===== src/rtl/memcyc_seq.sv =====
module memcyc_seq #(
  parameter int AW = 19,
  parameter int DW = 8,
  parameter int LW = 8,
  parameter int SETUP_CLKS = 2,
  parameter int WR_CLKS = 2,
  parameter int RD_CLKS = 3
) (
  input  logic          clk,
  input  logic          rst_n,
  input  logic          bus_owned,
  input  logic          req_valid,
  input  logic          req_write,
  input  logic [AW-1:0] req_addr,
  input  logic [LW-1:0] req_len,
  input  logic [DW-1:0] req_wdata,
  output logic          wdata_pop,
  output logic [DW-1:0] rd_data,
  output logic          rd_valid,
  output logic          done,
  output logic          err,
  output logic          busy,
  output logic [AW-1:0] bus_addr,
  output logic [DW-1:0] bus_dout,
  input  logic [DW-1:0] bus_din,
  output logic          bus_oe,
  output logic          mreq_n,
  output logic          rd_n,
  output logic          wr_n
);
  localparam int MAXA = (SETUP_CLKS > WR_CLKS) ? SETUP_CLKS : WR_CLKS;
  localparam int MAXC = (MAXA > RD_CLKS) ? MAXA : RD_CLKS;
  localparam int CW = $clog2(MAXC + 1);

  typedef enum logic [3:0] {
    S_IDLE, S_ADDR, S_SETUP, S_WRLO, S_WRHI,
    S_RSET, S_RDLO, S_RDHI, S_TAIL, S_DONE
  } st_t;

  st_t st;
  logic [CW-1:0] cnt;
  logic [LW-1:0] left;
  logic          is_wr;
  logic [AW-1:0] addr_q;
  logic [DW-1:0] wdata_q, rdata_q;
  logic          err_q;

  always_ff @(posedge clk) begin
    if (!rst_n) begin
      st <= S_IDLE;
      cnt <= '0;
      left <= '0;
      is_wr <= 1'b0;
      addr_q <= '0;
      wdata_q <= '0;
      rdata_q <= '0;
      err_q <= 1'b0;
    end else begin
      err_q <= 1'b0;
      case (st)
        S_IDLE:
          if (req_valid) begin
            if (!bus_owned) err_q <= 1'b1;
            else if (req_len == '0) st <= S_DONE;
            else begin
              addr_q <= req_addr;
              left <= req_len;
              is_wr <= req_write;
              st <= S_ADDR;
            end
          end
        S_ADDR:
          if (is_wr) begin
            st <= S_SETUP;
            cnt <= CW'(SETUP_CLKS - 1);
            wdata_q <= req_wdata;
          end else st <= S_RSET;
        S_SETUP:
          if (cnt == '0) begin
            st <= S_WRLO;
            cnt <= CW'(WR_CLKS - 1);
          end else cnt <= cnt - CW'(1);
        S_WRLO:
          if (cnt == '0) st <= S_WRHI;
          else cnt <= cnt - CW'(1);
        S_WRHI:
          if (left == LW'(1)) st <= S_TAIL;
          else begin
            left <= left - LW'(1);
            addr_q <= addr_q + AW'(1);
            wdata_q <= req_wdata;
            cnt <= CW'(SETUP_CLKS - 1);
            st <= S_SETUP;
          end
        S_RSET: begin
          st <= S_RDLO;
          cnt <= CW'(RD_CLKS - 1);
        end
        S_RDLO:
          if (cnt == '0) begin
            rdata_q <= bus_din;
            st <= S_RDHI;
          end else cnt <= cnt - CW'(1);
        S_RDHI:
          if (left == LW'(1)) st <= S_TAIL;
          else begin
            left <= left - LW'(1);
            addr_q <= addr_q + AW'(1);
            cnt <= CW'(RD_CLKS - 1);
            st <= S_RDLO;
          end
        S_TAIL: st <= S_DONE;
        default: st <= S_IDLE;
      endcase
    end
  end

  assign mreq_n    = !(st inside {S_SETUP, S_WRLO, S_WRHI, S_RSET, S_RDLO, S_RDHI});
  assign bus_oe    = st inside {S_SETUP, S_WRLO, S_WRHI};
  assign wr_n      = (st != S_WRLO);
  assign rd_n      = (st != S_RDLO);
  assign wdata_pop = (st == S_SETUP) && (cnt == CW'(SETUP_CLKS - 1));
  assign rd_valid  = (st == S_RDHI);
  assign done      = (st == S_DONE);
  assign busy      = (st != S_IDLE);
  assign err       = err_q;
  assign bus_addr  = addr_q;
  assign bus_dout  = wdata_q;
  assign rd_data   = rdata_q;
endmodule


===== config.mk =====
export PLATFORM = sky130hd
export DESIGN_NAME = memcyc_seq
export DESIGN_NICKNAME = d
export VERILOG_FILES = /design/src/rtl/memcyc_seq.sv
export SDC_FILE = /design/constraint.sdc
export NUM_CORES = 1
export LEC_CHECK = 0
export BUFFER_PORTS_ARGS = -buffer_cell sky130_fd_sc_hd__buf_2
export CAP_MARGIN = 0
export CELL_PAD_IN_SITES_DETAIL_PLACEMENT = 1
export CELL_PAD_IN_SITES_GLOBAL_PLACEMENT = 1
export CORE_MARGIN = 8
export CORE_UTILIZATION = 40
export CTS_CLUSTER_SIZE = 25
export DETAILED_ROUTE_END_ITERATION = 10
export GPL_TIMING_DRIVEN = 0
export PLACE_DENSITY = 0.94
export SETUP_SLACK_MARGIN = 0.5
export SYNTH_ARGS = -nofsm -noshare
export SYNTH_HDL_FRONTEND = slang
export SYNTH_SLANG_ARGS = --single-unit
export TNS_END_PERCENT = 20

===== constraint.sdc =====
create_clock -name clk -period 2.8 [get_ports clk]
set_input_delay 0.28 -clock clk [delete_from_list [all_inputs] [get_ports clk]]
set_output_delay 0.28 -clock clk [all_outputs]
set_load 0.05 [all_outputs]

==> results of run 1 <==
[area by class of cell]
type / instances / area, um2
multi-input combinational: 281 / 1830
clock buffer: 5 / 68.8
clock inverter: 3 / 46.3
tap: 99 / 124
buffer: 31 / 166
inverter: 10 / 37.5
sequential: 51 / 1020
fill: 954 / 3530
timing repair buffer: 92 / 465
[worst register-to-register path: stages, from the launching register on]
cell                       delay [ns]
sky130_fd_sc_hd__dfxtp_1         0.51
sky130_fd_sc_hd__buf_2           0.28
sky130_fd_sc_hd__nor3b_2         0.39
sky130_fd_sc_hd__clkbuf_1        0.50
sky130_fd_sc_hd__a21oi_1         0.16
sky130_fd_sc_hd__o221a_1         0.28
[cells in the mapped netlist, types with 2 or more instances]
cell type,number
sky130_fd_sc_hd__buf_2,8
sky130_fd_sc_hd__o31a_1,2
sky130_fd_sc_hd__and4_1,2
sky130_fd_sc_hd__o311ai_1,6
sky130_fd_sc_hd__nor3_1,15
sky130_fd_sc_hd__nand2_1,38
sky130_fd_sc_hd__and3_1,5
sky130_fd_sc_hd__ha_1,6
sky130_fd_sc_hd__o32ai_1,2
sky130_fd_sc_hd__xor2_1,2
sky130_fd_sc_hd__inv_1,9
sky130_fd_sc_hd__or3_1,4
sky130_fd_sc_hd__a31o_1,3
sky130_fd_sc_hd__mux2i_1,9
sky130_fd_sc_hd__a31oi_1,5
sky130_fd_sc_hd__a211oi_1,5
sky130_fd_sc_hd__clkbuf_1,16
sky130_fd_sc_hd__o221a_1,5
sky130_fd_sc_hd__a22o_1,2
sky130_fd_sc_hd__nand4_1,3
sky130_fd_sc_hd__nor2_1,38
sky130_fd_sc_hd__a21o_1,2
sky130_fd_sc_hd__buf_4,2
sky130_fd_sc_hd__or4_1,4
sky130_fd_sc_hd__o311ai_0,8
sky130_fd_sc_hd__nand3_1,15
sky130_fd_sc_hd__nand2b_1,4
sky130_fd_sc_hd__o21ai_0,11
sky130_fd_sc_hd__buf_6,3
sky130_fd_sc_hd__o21ai_1,2
sky130_fd_sc_hd__dfxtp_1,51
sky130_fd_sc_hd__a41oi_1,2
sky130_fd_sc_hd__o31ai_1,15
sky130_fd_sc_hd__nor4_1,3
sky130_fd_sc_hd__o211a_1,2
sky130_fd_sc_hd__o311a_1,2
sky130_fd_sc_hd__a32oi_1,4
sky130_fd_sc_hd__a21oi_1,23
sky130_fd_sc_hd__nor3b_1,3
sky130_fd_sc_hd__a22oi_1,6
sky130_fd_sc_hd__and2_1,2
[where the power goes]
group	internal (uW)	switching [uW]	leakage, uW	total, uW
combinational	181	390	0.00116	571
clock	270	279	0.0000548	548
sequential	772	54.0	0.000415	826
total	1220	723	0.00162	1950
[final timing paths]
| check | slack, ns | depth (start not counted) | to |
|---|---|---|---|
| worst max-delay path | 0.57 | 5 | wdata_pop |
| worst min-delay path | 0.16 | 2 | err |
| worst max register to register | 0.59 | 5 | bus_addr[13] |
| worst min register to register | 0.47 | 2 | bus_dout[6] |
[cells by family after synthesis]
logic type                 after synthesis  synth area share (%)
and+or+nand+nor                        143                  23.8
DFF                                     51                  33.6
adders and majority gates                6                  2.47
AOI/OAI and AO/OA                      121                  30.1
muxes                                    9                  2.96
buffers and inverters                   41                  6.50
xor gates and xnor gates                 2                 0.576
[registers in the layout, summed over array words and instances, names as in the netlist]
register and flops:
is_wr 1, cnt 2, bus_dout 8, rd_data 8
bus_addr 19, err 1, left 8, st 4
[through the flow]
| step | power [uW] | instances | area [um2] | setup slack, ns |
|---|---|---|---|---|
| detailed placement | 1390 | 562 | 3610 | 0.411 |
| global route | 2020 | 572 | 3760 | 0.443 |
| global placement | 1370 | 562 | 3610 | 0.410 |
| finish | 1950 | 572 | 3760 | 0.569 |
| CTS | 1930 | 570 | 3730 | 0.431 |
| floorplan | 1220 | 373 | 3040 | 0.577 |
[repair_timing]
action | 4_1_cts | 5_1_grt
gates resized for setup | 1 | 7
setup endpoints to repair | 9 | 29
pin swaps | 0 | 1
hold buffers | 0 | 0
buffers inserted | 0 | 2
[routing by layer]
metal  wire length [um]  track usage (%)  part of all wire (%)  vias up
met1               4980             26.7                    42     1703
li1                   -                -                     -     1610
met4                264             8.90                   2.2        0
met2               5650             38.0                    48      172
met5                  0                0                     0        -
met3                908             3.58                   7.7       29
==> run summary, run 1 <==
The flow ran to the end, and the final reports show no timing, DRC or antenna violations. The tools report the signal arrival time at the worst endpoint as 1.95 ns. The die is 103 um tall. The Yosys step of the flow raised 0 warnings. The logs give 18 for the pin count of the biggest net entering global routing and 0 for the max capacitance violation total.

In the layout the commonest cells are 97 x sky130_fd_sc_hd__buf_2, 51 x sky130_fd_sc_hd__dfxtp_1, 38 x sky130_fd_sc_hd__nor2_1, 38 x sky130_fd_sc_hd__nand2_1, 23 x sky130_fd_sc_hd__a21oi_1. After synthesis the cells add up to 3040 um2. The smallest hold slack is 0.159 ns, and the routed wirelength normalized by instance count is 20.6 um. Routability-driven placement finished with a final weighted congestion of 0.882. Setup repair after global routing could not meet its margin everywhere. The portion of the clock cycle consumed by the worst path in the final layout is 79.7%. The critical path start-end classification was reg -> out. The number of buffers and inverters on the critical path is 3.

The run gives 0 as the hold violation count in the final report. The maximum fanout along the worst path came out at 10. The logs give 5 for the CTS buffer count and 54.8% for the worst slew margin relative to its limit.

The number of antenna diodes is 0. The count of different cell masters after synthesis is 65, and the starting density of the core is 41.7%. Portion of synthesized cell area occupied by the leading cell type: 33.6%.

The tools report the beginning of the critical path as st[1]. The later pin in the worst-skew pair is clocked with a latency of 0.33 ns. The cell type of the slowest stage on the worst timing path is sky130_fd_sc_hd__dfxtp_1. Leaving out fill and tap cells, the most frequent cell in the layout is sky130_fd_sc_hd__buf_2. The layout overhead on the synthesized area works out to 23.8%. The number of antenna violations at the first check in global routing is 0, and the required time at the worst-slack endpoint is 2.52 ns. The run gives 51 as the clock net sink count. During placement, the flow inserted port buffers numbering 90. The clock tree buffer depth was 2. The largest single stage delay on the critical path is 0.47 ns. For the reported leakage power, the log shows 0.00162 uW.

Walking the worst path, the cells encountered are clkbuf_4 > clkbuf_2 > nor2b_1 > and3_1 > buf_2. The final clock skew was 0.0202 ns. Estimated wirelength of the detail-placed design: 8.36 mm. Final standard cell utilization of the core: 51.6%. The start point of the worst hold path was bus_owned. The tools report the sequential area share after synthesis as 33.6%.

Synthesis inferred 51 register bits. In this run the core area contains 31 standard-cell rows. Counting flops with an async set or reset pin after synthesis yields a share of 0%.

Setup violation total in the final timing report: 0. In this run the worst hold path is classified as in -> reg. The count of nets left with antenna violations once routing finished came out at 0. The tools report the wire length of the first global-routing pass as 18.4 mm. The worst voltage drop across the vdd grid was 215 uV; the mean number of vias per cell was 6.14. The die area came out at 10600 um2. The worst setup path is captured at a primary output.

The tools report the number of pins exceeding their max-slew limit in the final report as 0. For the pin with the worst max-slew slack, the measured transition is 0.678 ns. 92 I/O pins were placed. The detailed router finished its first iteration with 245 violations. sky130_fd_sc_hd__dfxtp_1 takes more of the synthesized area than any other cell.

After clock tree synthesis, the clock-pin slew on the worst setup and hold paths is 0.09 ns. For the final routed database, the setup TNS stands at 0 ns. The sum of routed wire length over all layers is 11.8 mm, and the horizontal die dimension is 103 um.

The tree is rooted in a sky130_fd_sc_hd__clkbuf_8. Broken down by cell family, the worst path's largest delay share belongs to buffers and inverters. Averaged over all synthesized cells, the footprint is 8.15 um2. For the fmax, the log shows 0.448 GHz. For the via count of the first global-routing pass, the log shows 3629.

By area the synthesized netlist is led by sky130_fd_sc_hd__dfxtp_1 34%, sky130_fd_sc_hd__nand2_1 4.7%, sky130_fd_sc_hd__nor2_1 4.7%, sky130_fd_sc_hd__a21oi_1 3.8%, sky130_fd_sc_hd__o31ai_1 3.7%. The power density relative to cell area is 517 nW/um2. The logs give 0 for the number of remaining DRC errors and 526 for the total number of nets in the final design. In the final layout, the share of cells above drive strength 1 is 28.1%.

Synthesis produced a netlist with a net count of 427. After floorplanning, the core was sized to cover 7290 um2. Global routing finished with a remaining overflow of 0. Synthesis produced 373 cells. In the synthesized netlist the dominant register cell turns out to be sky130_fd_sc_hd__dfxtp_1.

The first detailed-routing pass ran for 6 iterations. Summing over every cut layer, the via total after detailed routing is 3514. TritonCTS built the clock tree. For the finished layout, the period the worst path requires is 2.23 ns.

The startpoint identified for the worst register-to-register timing path is st[2]. The tools report the depth of the CTS H-tree as 2. Yosys mapped a number of flops with a built-in enable equal to 0.

Global routing used 22.1% of the available tracks. The worst setup path is launched from a flip-flop.
No activity file was read; power rests on OpenSTA's default activity.
==> run 2: changes to the inputs <==
ABC_AREA = 1   (was default)
CORE_UTILIZATION = 32   (was 40)
PLACE_DENSITY = 0.86   (was 0.94)
clock period = 2 ns   (was 2.8 ns; I/O delays follow)
==> run 2 against run 1 <==
Net effect: sequential cell count unchanged; wire length up 4.3%; non-clock buffer count up 2; sequential share of layout area down 2.0 points; core utilization down 7.7 points; sequential power up 130%; via count up 8.1%; critical path depth up 5; register-to-register slack worse by 0.25 ns; die area up 23%; synthesized cell count up 34%; critical path type is now reg -> reg; critical endpoint is now bus_addr[8]; largest cell class unchanged; highest routed layer unchanged.
==> run summary, run 2 <==
Final clock skew: 0.0180 ns (was 0.0202 ns). The final standard cell count with taps included and fillers excluded is 749 (was 572). Number of fill cells: 1302 (was 954). The tools report the number of warning messages in the yosys log as 0 (unchanged).

The worst hold path class is in -> reg (unchanged). The share of final-layout standard cells stronger than drive strength 1 came out at 33.3% (was 28.1%). The final global-route overflow total came out at 0 (unchanged).

The power density relative to cell area was 1580 nW/um2 (was 517 nW/um2); the clock tree buffer depth was 2 (unchanged). The total nets after synthesis was 553 (was 427). The routed wirelength normalized by instance count was 16.4 um (was 20.6 um); the horizontal die dimension was 114 um (was 103 um). TritonCTS built the clock tree.

The share of synthesized registers carrying an async set or reset was 0% (unchanged). The worst reg2reg path depth was 10 (was 5); the met1 usage in global routing was 19.3% (was 26.7%). The run gives 16 (was 18) as the pin count of the biggest net entering global routing. The most frequent cell after synthesis was sky130_fd_sc_hd__nand2_1 (was sky130_fd_sc_hd__dfxtp_1). The worst setup timing slack at the placement stage is 0.200 ns (was 0.411 ns).

The post-synthesis cell area was 3100 um2 (was 3040 um2); the depth of the CTS H-tree was 2 (unchanged). The logs give 723 (was 562) for the cell count after placement and 92 (unchanged) for the top-level I/O count. For the CTS buffer count, the log shows 5 (unchanged).

Top cells by instance count after synthesis: 132 x sky130_fd_sc_hd__nand2_1, 82 x sky130_fd_sc_hd__nor2_1, 52 x sky130_fd_sc_hd__nand3_1 (was 51 x sky130_fd_sc_hd__dfxtp_1, 38 x sky130_fd_sc_hd__nand2_1, 38 x sky130_fd_sc_hd__nor2_1). The mean number of vias per cell is 5.07 (was 6.14). The actual transition at the worst max-transition pin was 0.588 ns (was 0.678 ns); the latest clock arrival within the worst-skew pair was 0.31 ns (was 0.33 ns). The tools report the DRC marker count from the first detailed-route iteration as 158 (was 245).

The die extent in y is 114 um (was 103 um). The tools report the required time at the worst-slack endpoint as 2.21 ns (was 2.52 ns). The library cell used as clock root buffer is sky130_fd_sc_hd__clkbuf_8 (unchanged). Cell types occupying the most area after synthesis: sky130_fd_sc_hd__dfxtp_1 33%, sky130_fd_sc_hd__nand2_1 16%, sky130_fd_sc_hd__nor2_1 9.9%, sky130_fd_sc_hd__nand3_1 8.4%, sky130_fd_sc_hd__a21oi_1 6.3% (was sky130_fd_sc_hd__dfxtp_1 34%, sky130_fd_sc_hd__nand2_1 4.7%, sky130_fd_sc_hd__nor2_1 4.7%, sky130_fd_sc_hd__a21oi_1 3.8%, sky130_fd_sc_hd__o31ai_1 3.7%). The sum of routed wire length over all layers is 12.3 mm (was 11.8 mm). The number of cell rows is 36 (was 31).

The capturing element type of the critical path was a flip-flop (was a primary output). The average cell area after synthesis works out to 6.22 um2 (was 8.15 um2). The final design instance area without fill is 4210 um2 (was 3760 um2). Number of pins exceeding their max-slew limit in the final report: 0 (unchanged). The logs give 0.00192 uW (was 0.00162 uW) for the reported leakage power and 13100 um2 (was 10600 um2) for the die area.

The most common library cell in the layout ignoring fill and taps is sky130_fd_sc_hd__nand2_1 (was sky130_fd_sc_hd__buf_2). The cell type of the slowest stage on the worst timing path was sky130_fd_sc_hd__dfxtp_4 (was sky130_fd_sc_hd__dfxtp_1). Setup repair after global routing could not meet its margin everywhere. The global placement routability congestion came out at 0.857 (was 0.882). Worst voltage drop across the vdd grid: 576 uV (was 215 uV). Critical path start-end classification: reg -> reg (was reg -> out). The buffers plus inverters on the worst setup path is 3 (unchanged).

The flow ran to the end, and the final reports show no timing, DRC or antenna violations. The category of cells accounting for the largest share of critical-path delay is simple AND/OR/NAND/NOR gates (was buffers and inverters). The post-route worst setup slack came out at 0.343 ns (was 0.569 ns). The number of buffers added to fix hold violations after cts was 0 (unchanged); the internal reg-to-reg setup slack was 0.34 ns (was 0.59 ns). The cell depth of the worst hold path was 2 (unchanged); the number of nets still failing antenna checks after routing was 0 (unchanged). The number of synthesized flops with an enable pin came out at 0 (unchanged). The prevailing post-synth register cell was sky130_fd_sc_hd__dfxtp_1 (unchanged). The worst slew margin relative to its limit is 60.8% (was 54.8%), and the clock-pin slew reported for the worst setup and hold paths after clock tree synthesis is 0.11 ns (was 0.09 ns).

The delay contributed by the slowest stage of the critical path is 0.41 ns (was 0.47 ns). The logs give 3.38% (was 3.58%) for the met3 capacity usage during global routing and 0 (unchanged) for the number of antenna diodes. For the wire length of the first global-routing pass, the log shows 18.8 mm (was 18.4 mm). The tools report the max capacitance violation total as 0 (unchanged). The count of different cell masters after synthesis is 33 (was 65). The number of I/O port buffers was 91 (was 90); the total number of nets in the final design was 669 (was 526). The layout overhead on the synthesized area is 35.7% (was 23.8%).

The estimated wirelength of the detail-placed design is 8.75 mm (was 8.36 mm), and the combined global-route utilization of all metal layers is 17.5% (was 22.1%). For the hold violation count in the final report, the log shows 0 (unchanged). Start point of the worst hold path: bus_owned (unchanged). Clock net sink count: 51 (unchanged).

The number of antenna violations at the first check in global routing was 0 (unchanged). The setup violation total in the final timing report was 0 (unchanged); the met2 track utilization from global routing was 33.6% (was 38.0%). Number of flip-flops under the largest register name: 19 (unchanged). Total negative slack: 0 ns (unchanged).

The run gives 1.86 ns (was 1.95 ns) as the signal arrival time at the worst endpoint. Startpoint of the lowest-slack register-to-register path: st[2] (unchanged). The smallest clock period supported by the final layout is computed as 1.66 ns. The core area came out at 9590 um2 (was 7290 um2). For this run, the top clock speed supported by timing is 0.604 GHz.

Library cell occupying the most area in the post-synthesis netlist: sky130_fd_sc_hd__dfxtp_1 (unchanged). The register bit count reported by yosys works out to 51 (unchanged). The logs give 3780 um2 (was 3610 um2) for the post-detailed-placement cell area and 0.0590 ns (was 0.159 ns) for the smallest hold slack. For the number of remaining DRC errors, the log shows 0 (unchanged).

Commonest non-fill, non-tap cells in the layout: 123 x sky130_fd_sc_hd__nand2_1, 94 x sky130_fd_sc_hd__buf_2, 70 x sky130_fd_sc_hd__nor2_1 (was 97 x sky130_fd_sc_hd__buf_2, 51 x sky130_fd_sc_hd__dfxtp_1, 38 x sky130_fd_sc_hd__nor2_1, 38 x sky130_fd_sc_hd__nand2_1, 23 x sky130_fd_sc_hd__a21oi_1). The count of TritonRoute iterations in the first routing pass came out at 4 (was 6). The tools report the critical path startpoint category as a flip-flop (unchanged).

The portion of synthesized cell area occupied by the leading cell type is 32.9% (was 33.6%). The tools report the sequential area share after synthesis as 32.9% (was 33.6%). Worst-case hold path end point: err (unchanged).

Critical path cell sequence: inv_4 > nor2_4 > nand2_4 > nand3_2 > nand2_2 > nor2_4 > inv_4 > clkbuf_16 > o21ai_4 > nor2_1 (was clkbuf_4 > clkbuf_2 > nor2b_1 > and3_1 > buf_2). The number of instances in the synthesized netlist was 499 (was 373). The maximum fanout along the worst path is 6 (was 10).

The total vias in the final route is 3799 (was 3514), and the starting density of the core is 32.3% (was 41.7%). Layer with the highest usage: met2 (unchanged). Dividing the final minimum period by the clock period gives 82.8%. The tools report the endpoint of the lowest-slack register-to-register path as bus_addr[8] (was bus_addr[13]).

The run gives 3968 (was 3629) as the via count of the first global-routing pass.
run 2: changes by cell type after synthesis, sizes merged, moves of 8 or more:
cell    change
nand2     +101
clkbuf     -13
a21oi      +16
o31ai      -15
inv        +30
nor2       +47
mux2i       -8
nor3        -8
nand3      +38
o311ai     -14
o21ai      +23
run 2: worst max path at each step:
| stage | from | endpoint | slack [ns] | depth (start not counted) |
|---|---|---|---|---|
| 4_1_cts | st[2] | left[1] | 0.36 | 10 |
| 2_1_floorplan | bus_addr[6] | bus_addr[18] | 0.42 | 9 |
| 3_5_place_dp | left[1] | bus_addr[1] | 0.20 | 11 |
| 3_3_place_gp | left[1] | left[2] | 0.30 | 11 |
| 6_report | st[2] | bus_addr[8] | 0.34 | 10 |
| 5_1_grt | st[1] | st[0] | 0.25 | 8 |
run 2: layout make-up:
cell class                      instances  area (um2)  share of cell area [%]
Buffer                                 16         134                    3.18
Clock buffer                            7        86.3                    2.05
Clock inverter                          1        8.76                   0.208
Inverter                               40         161                    3.83
Multi-Input combinational cell        392        1980                    47.0
Sequential cell                        51        1060                    25.1
Tap cell                              133         166                    3.95
Timing Repair Buffer                  109         618                    14.7
run 2: kinds of logic (layout without fill, tap and decap cells):
group,Yosys count,in the layout,share of synthesized area (%)
AOI/OAI and AO/OA,82,82,13.6
adders and majority gates,6,6,2.42
xor gates and xnor gates,2,2,0.565
muxes,1,1,0.323
DFF,51,51,32.9
buffers and inverters,56,173,8.18
and+or+nand+nor,301,301,42.0
run 2: report_power, final:
| group | total, uW | switching (uW) | internal, uW |
|---|---|---|---|
| combinational | 4140 | 2780 | 1360 |
| sequential | 1870 | 455 | 1410 |
| clock | 656 | 371 | 285 |
run 2: timing repair:
item / CTS / global route
setup buffers: 6 / 10
resized for setup: 16 / 47
endpoints found under the setup margin: 52 / 57
cloned: 0 / 2
pin swaps: 5 / 16
run 2: through the flow:
stage	power [uW]	util, %
after floorplan	4450	-
after global placement	5240	39.4
after detailed placement	5390	39.4
after CTS	6200	41.4
after global routing	7110	43.9
final	6660	43.9
run 2: routing by layer:
metal | vias up | part of all wire (%)
met5 | - | 0
met4 | 0 | 1.7
met3 | 20 | 4.5
met2 | 83 | 54
met1 | 1845 | 40
li1 | 1851 | -
==> run 3: changes to the inputs <==
CORE_UTILIZATION = 35   (was 32)
PLACE_DENSITY = 0.89   (was 0.86)
clock period = 1.55 ns   (was 2 ns; I/O delays follow)
==> run 3 against run 2 <==
Net effect: the run now ends with negative hold slack, negative setup slack left; critical path depth is 1 higher; combinational power is 83% higher; sequential power is 48% higher; clock power is 48% higher; wire length is 47% higher; cell count is 1.7% lower; via count is 16% higher; register-to-register slack worse by 0.76 ns; die area is 7.4% lower; largest cell class unchanged; highest routed layer unchanged.
==> run summary, run 3 (same netlist as run 2, synthesis figures left out) <==
The number of flip-flops under the largest register name works out to 19 (unchanged). The clock-pin slew reported for the worst setup and hold paths after clock tree synthesis is 0.10 ns (was 0.11 ns). For the count of TritonRoute iterations in the first routing pass, the log shows 5 (was 4). The horizontal die dimension works out to 110 um (was 114 um).

The fraction of power spent switching nets is 53.8% (was 54.1%), and the routed wirelength normalized by instance count is 24.6 um (was 16.4 um). The cell-internal power was 5220 uW (was 3060 uW); the actual transition at the worst max-transition pin was 0.845 ns (was 0.588 ns). The tools report the number of buffers added to fix hold violations after cts as 0 (unchanged). The critical path startpoint category is a flip-flop (unchanged).

The run gives 18.1 mm (was 12.3 mm) as the sum of routed wire length over all layers. Met3 capacity usage during global routing: 4.71% (was 3.38%). The layout overhead on the synthesized area came out at 61.0% (was 35.7%). For the top-level I/O count, the log shows 92 (unchanged). Capturing element type of the critical path: a flip-flop (unchanged).

The delay contributed by the slowest stage of the critical path works out to 0.39 ns (was 0.41 ns). TritonCTS built the clock tree. The clock net sink count is 51 (unchanged). For the worst voltage drop across the vdd grid, the log shows 1160 uV (was 576 uV). The shortest clock period the worst path allows after layout was 1.97 ns (was 1.66 ns); the wire length of the first global-routing pass was 24.4 mm (was 18.8 mm).

The CTS buffer count came out at 5 (unchanged). The tools report the final standard cell count with taps included and fillers excluded as 736 (was 749). The worst slew margin relative to its limit is 43.7% (was 60.8%).

Commonest non-fill, non-tap cells in the layout: 105 x sky130_fd_sc_hd__nand2_1, 68 x sky130_fd_sc_hd__nor2_1, 50 x sky130_fd_sc_hd__buf_2 (was 123 x sky130_fd_sc_hd__nand2_1, 94 x sky130_fd_sc_hd__buf_2, 70 x sky130_fd_sc_hd__nor2_1). For the required time at the worst-slack endpoint, the log shows 1.76 ns (was 2.21 ns). Die extent in y: 110 um (was 114 um).

The layer with the highest usage was met2 (unchanged). The share of final-layout standard cells stronger than drive strength 1 works out to 44.7% (was 33.3%). The number of cells on the critical path was 11 (was 10); the die area was 12100 um2 (was 13100 um2). The final clock skew is 0.0132 ns (was 0.0180 ns). The logs give 66.9% (was 62.1%) for the part of the power in combinational logic and 25.6% (was 17.5%) for the combined global-route utilization of all metal layers. The tools report the estimated wirelength of the detail-placed design as 9.06 mm (was 8.75 mm). The cell type of the slowest stage on the worst timing path was sky130_fd_sc_hd__dfxtp_4 (unchanged).

The number of I/O port buffers is 91 (unchanged). For the number of remaining DRC errors, the log shows 0 (unchanged). The run finished, with violations left. Pin count of the biggest net entering global routing: 16 (unchanged).

The power density relative to cell area was 2260 nW/um2 (was 1580 nW/um2); the signal arrival time at the worst endpoint was 2.18 ns (was 1.86 ns). The via count of the first global-routing pass is 4584 (was 3968). The cell that appears most often on the critical path is sky130_fd_sc_hd__nand2_4. For the cell count after placement, the log shows 698 (was 723). Setup violation total in the final timing report: 55 (was 0). Setup repair after global routing could not meet its margin everywhere. The tools report the library cell used as clock root buffer as sky130_fd_sc_hd__clkbuf_8 (unchanged). Total vias in the final route: 4415 (was 3799). The run gives 8.6% (was 9.9%) as the clock power share. The final reports fail on negative hold slack, negative setup slack.

The portion of the clock cycle consumed by the worst path in the final layout works out to 127% (was 82.8%). The logs give 0 (unchanged) for the final global-route overflow total and -0.418 ns (was 0.343 ns) for the post-route worst setup slack. The number of nets still failing antenna checks after routing was 0 (unchanged); the cell depth of the worst hold path was 2 (unchanged). Worst reg2reg path depth: 11 (was 10). Critical path start-end classification: reg -> reg (unchanged).

The max capacitance violation total came out at 0 (unchanged). The clock tree buffer depth was 2 (unchanged); the mean number of vias per cell was 6.00 (was 5.07). The switching power total was 6070 uW (was 3600 uW); the number of cell rows was 34 (was 36). The most common library cell in the layout ignoring fill and taps is sky130_fd_sc_hd__nand2_1 (unchanged).

Worst hold path class: in -> reg (unchanged). The final standard cell utilization of the core is 57.6% (was 43.9%). The category of cells accounting for the largest share of critical-path delay is simple AND/OR/NAND/NOR gates (unchanged). The tools report the latest clock arrival within the worst-skew pair as 0.33 ns (was 0.31 ns).

The number of antenna diodes came out at 0 (unchanged). The logs give 1 (was 0) for the hold violation count in the final report and 31.0% (was 19.3%) for the met1 usage in global routing. For the total number of nets in the final design, the log shows 681 (was 669). The run gives 0 (unchanged) as the number of antenna violations at the first check in global routing. Critical path cell sequence: nor2_4 > nand2_4 > inv_4 > nand2_4 > nand2_4 > nor2_4 > buf_12 > buf_8 > nand2_1 > nand2_1 > nor2_1 (was inv_4 > nor2_4 > nand2_4 > nand3_2 > nand2_2 > nor2_4 > inv_4 > clkbuf_16 > o21ai_4 > nor2_1). The number of pins exceeding their max-slew limit in the final report is 0 (unchanged), and the smallest hold slack is -0.00142 ns (was 0.0590 ns).

The tools report the starting density of the core as 35.8% (was 32.3%). The DRC marker count from the first detailed-route iteration is 277 (was 158), and the maximum fanout along the worst path is 6 (unchanged). The run gives 24.5% (was 28.0%) as the sequential cell fraction of total power. The tools report the reported leakage power as 0.00215 uW (was 0.00192 uW). The core area is 8680 um2 (was 9590 um2), and the buffers plus inverters on the worst setup path is 3 (unchanged). For the fmax, the log shows 0.508 GHz (was 0.604 GHz). The logs give 43.9% (was 33.6%) for the met2 track utilization from global routing and 2 (unchanged) for the depth of the CTS H-tree. The global placement routability congestion was 0.882 (was 0.857).
## run 3: changes by cell type in the layout (fill, tap and decap cells not counted), moves of 12 or more
cell	change
sky130_fd_sc_hd__buf_4	+13
sky130_fd_sc_hd__a21oi_1	-12
sky130_fd_sc_hd__buf_6	+23
sky130_fd_sc_hd__nand2_1	-18
sky130_fd_sc_hd__a21oi_2	+12
sky130_fd_sc_hd__o21ai_2	+12
sky130_fd_sc_hd__buf_2	-44
sky130_fd_sc_hd__buf_8	+17
## run 3: layout make-up
| cell class | count | area [um2] |
|---|---|---|
| Timing Repair Buffer | 121 | 1030 |
| Tap cell | 108 | 135 |
| Sequential cell | 51 | 1090 |
| Buffer | 16 | 160 |
| Clock inverter | 1 | 5.00 |
| Fill cell | 1081 | 3680 |
| Clock buffer | 7 | 108 |
| Inverter | 40 | 169 |
| Multi-Input combinational cell | 392 | 2290 |
## run 3: power groups by stage
| stage | Combinational (uW) | Sequential, uW | Clock [uW] |
|---|---|---|---|
| final | 7560 | 2770 | 971 |
| after global routing | 7830 | 2800 | 1040 |
| after CTS | 6230 | 2550 | 972 |
| after detailed placement | 4660 | 2450 | 0 |
| after global placement | 4460 | 2400 | 0 |
| after floorplan | 2500 | 3310 | 0 |
## run 3: metrics by stage
stage | setup WS [ns] | hold slack, ns | instance area, um2 | power [uW] | setup TNS [ns]
2_1_floorplan | 0.0471 | 0.233 | 3220 | 5810 | 0
3_3_place_gp | -0.155 | 0.334 | 3810 | 6860 | -3.65
3_5_place_dp | -0.284 | 0.344 | 3810 | 7110 | -7.52
4_1_cts | -0.0444 | 0.0106 | 4630 | 9750 | -0.601
5_1_grt | -0.458 | -0.0152 | 4990 | 11700 | -11.21
6_report | -0.418 | -0.00142 | 4990 | 11300 | -9.07
## run 3: path summary, 6_finish.rpt
kind	slack, ns	endpoint	start
worst max-delay path	-0.42	bus_addr[4]	st[3]
worst max register to register	-0.42	bus_addr[4]	st[3]
worst min-delay path	-0.001	err	bus_owned
worst min register to register	0.47	rd_data[2]	rd_data[2]
## run 3: layer usage
| layer | wire length, um | vias to the layer above | share of wire [%] |
|---|---|---|---|
| li1 | - | 1880 | - |
| met1 | 6990 | 2165 | 39 |
| met2 | 8640 | 273 | 48 |
| met3 | 1440 | 97 | 7.9 |
| met4 | 1080 | 0 | 5.9 |
| met5 | 0 | - | 0 |
## run 3: repair_timing
item	4_1_cts	5_1_grt
gates cloned	3	1
buffers inserted	22	4
resized for setup	157	91
endpoints found under the setup margin	93	88
pin swaps	27	19
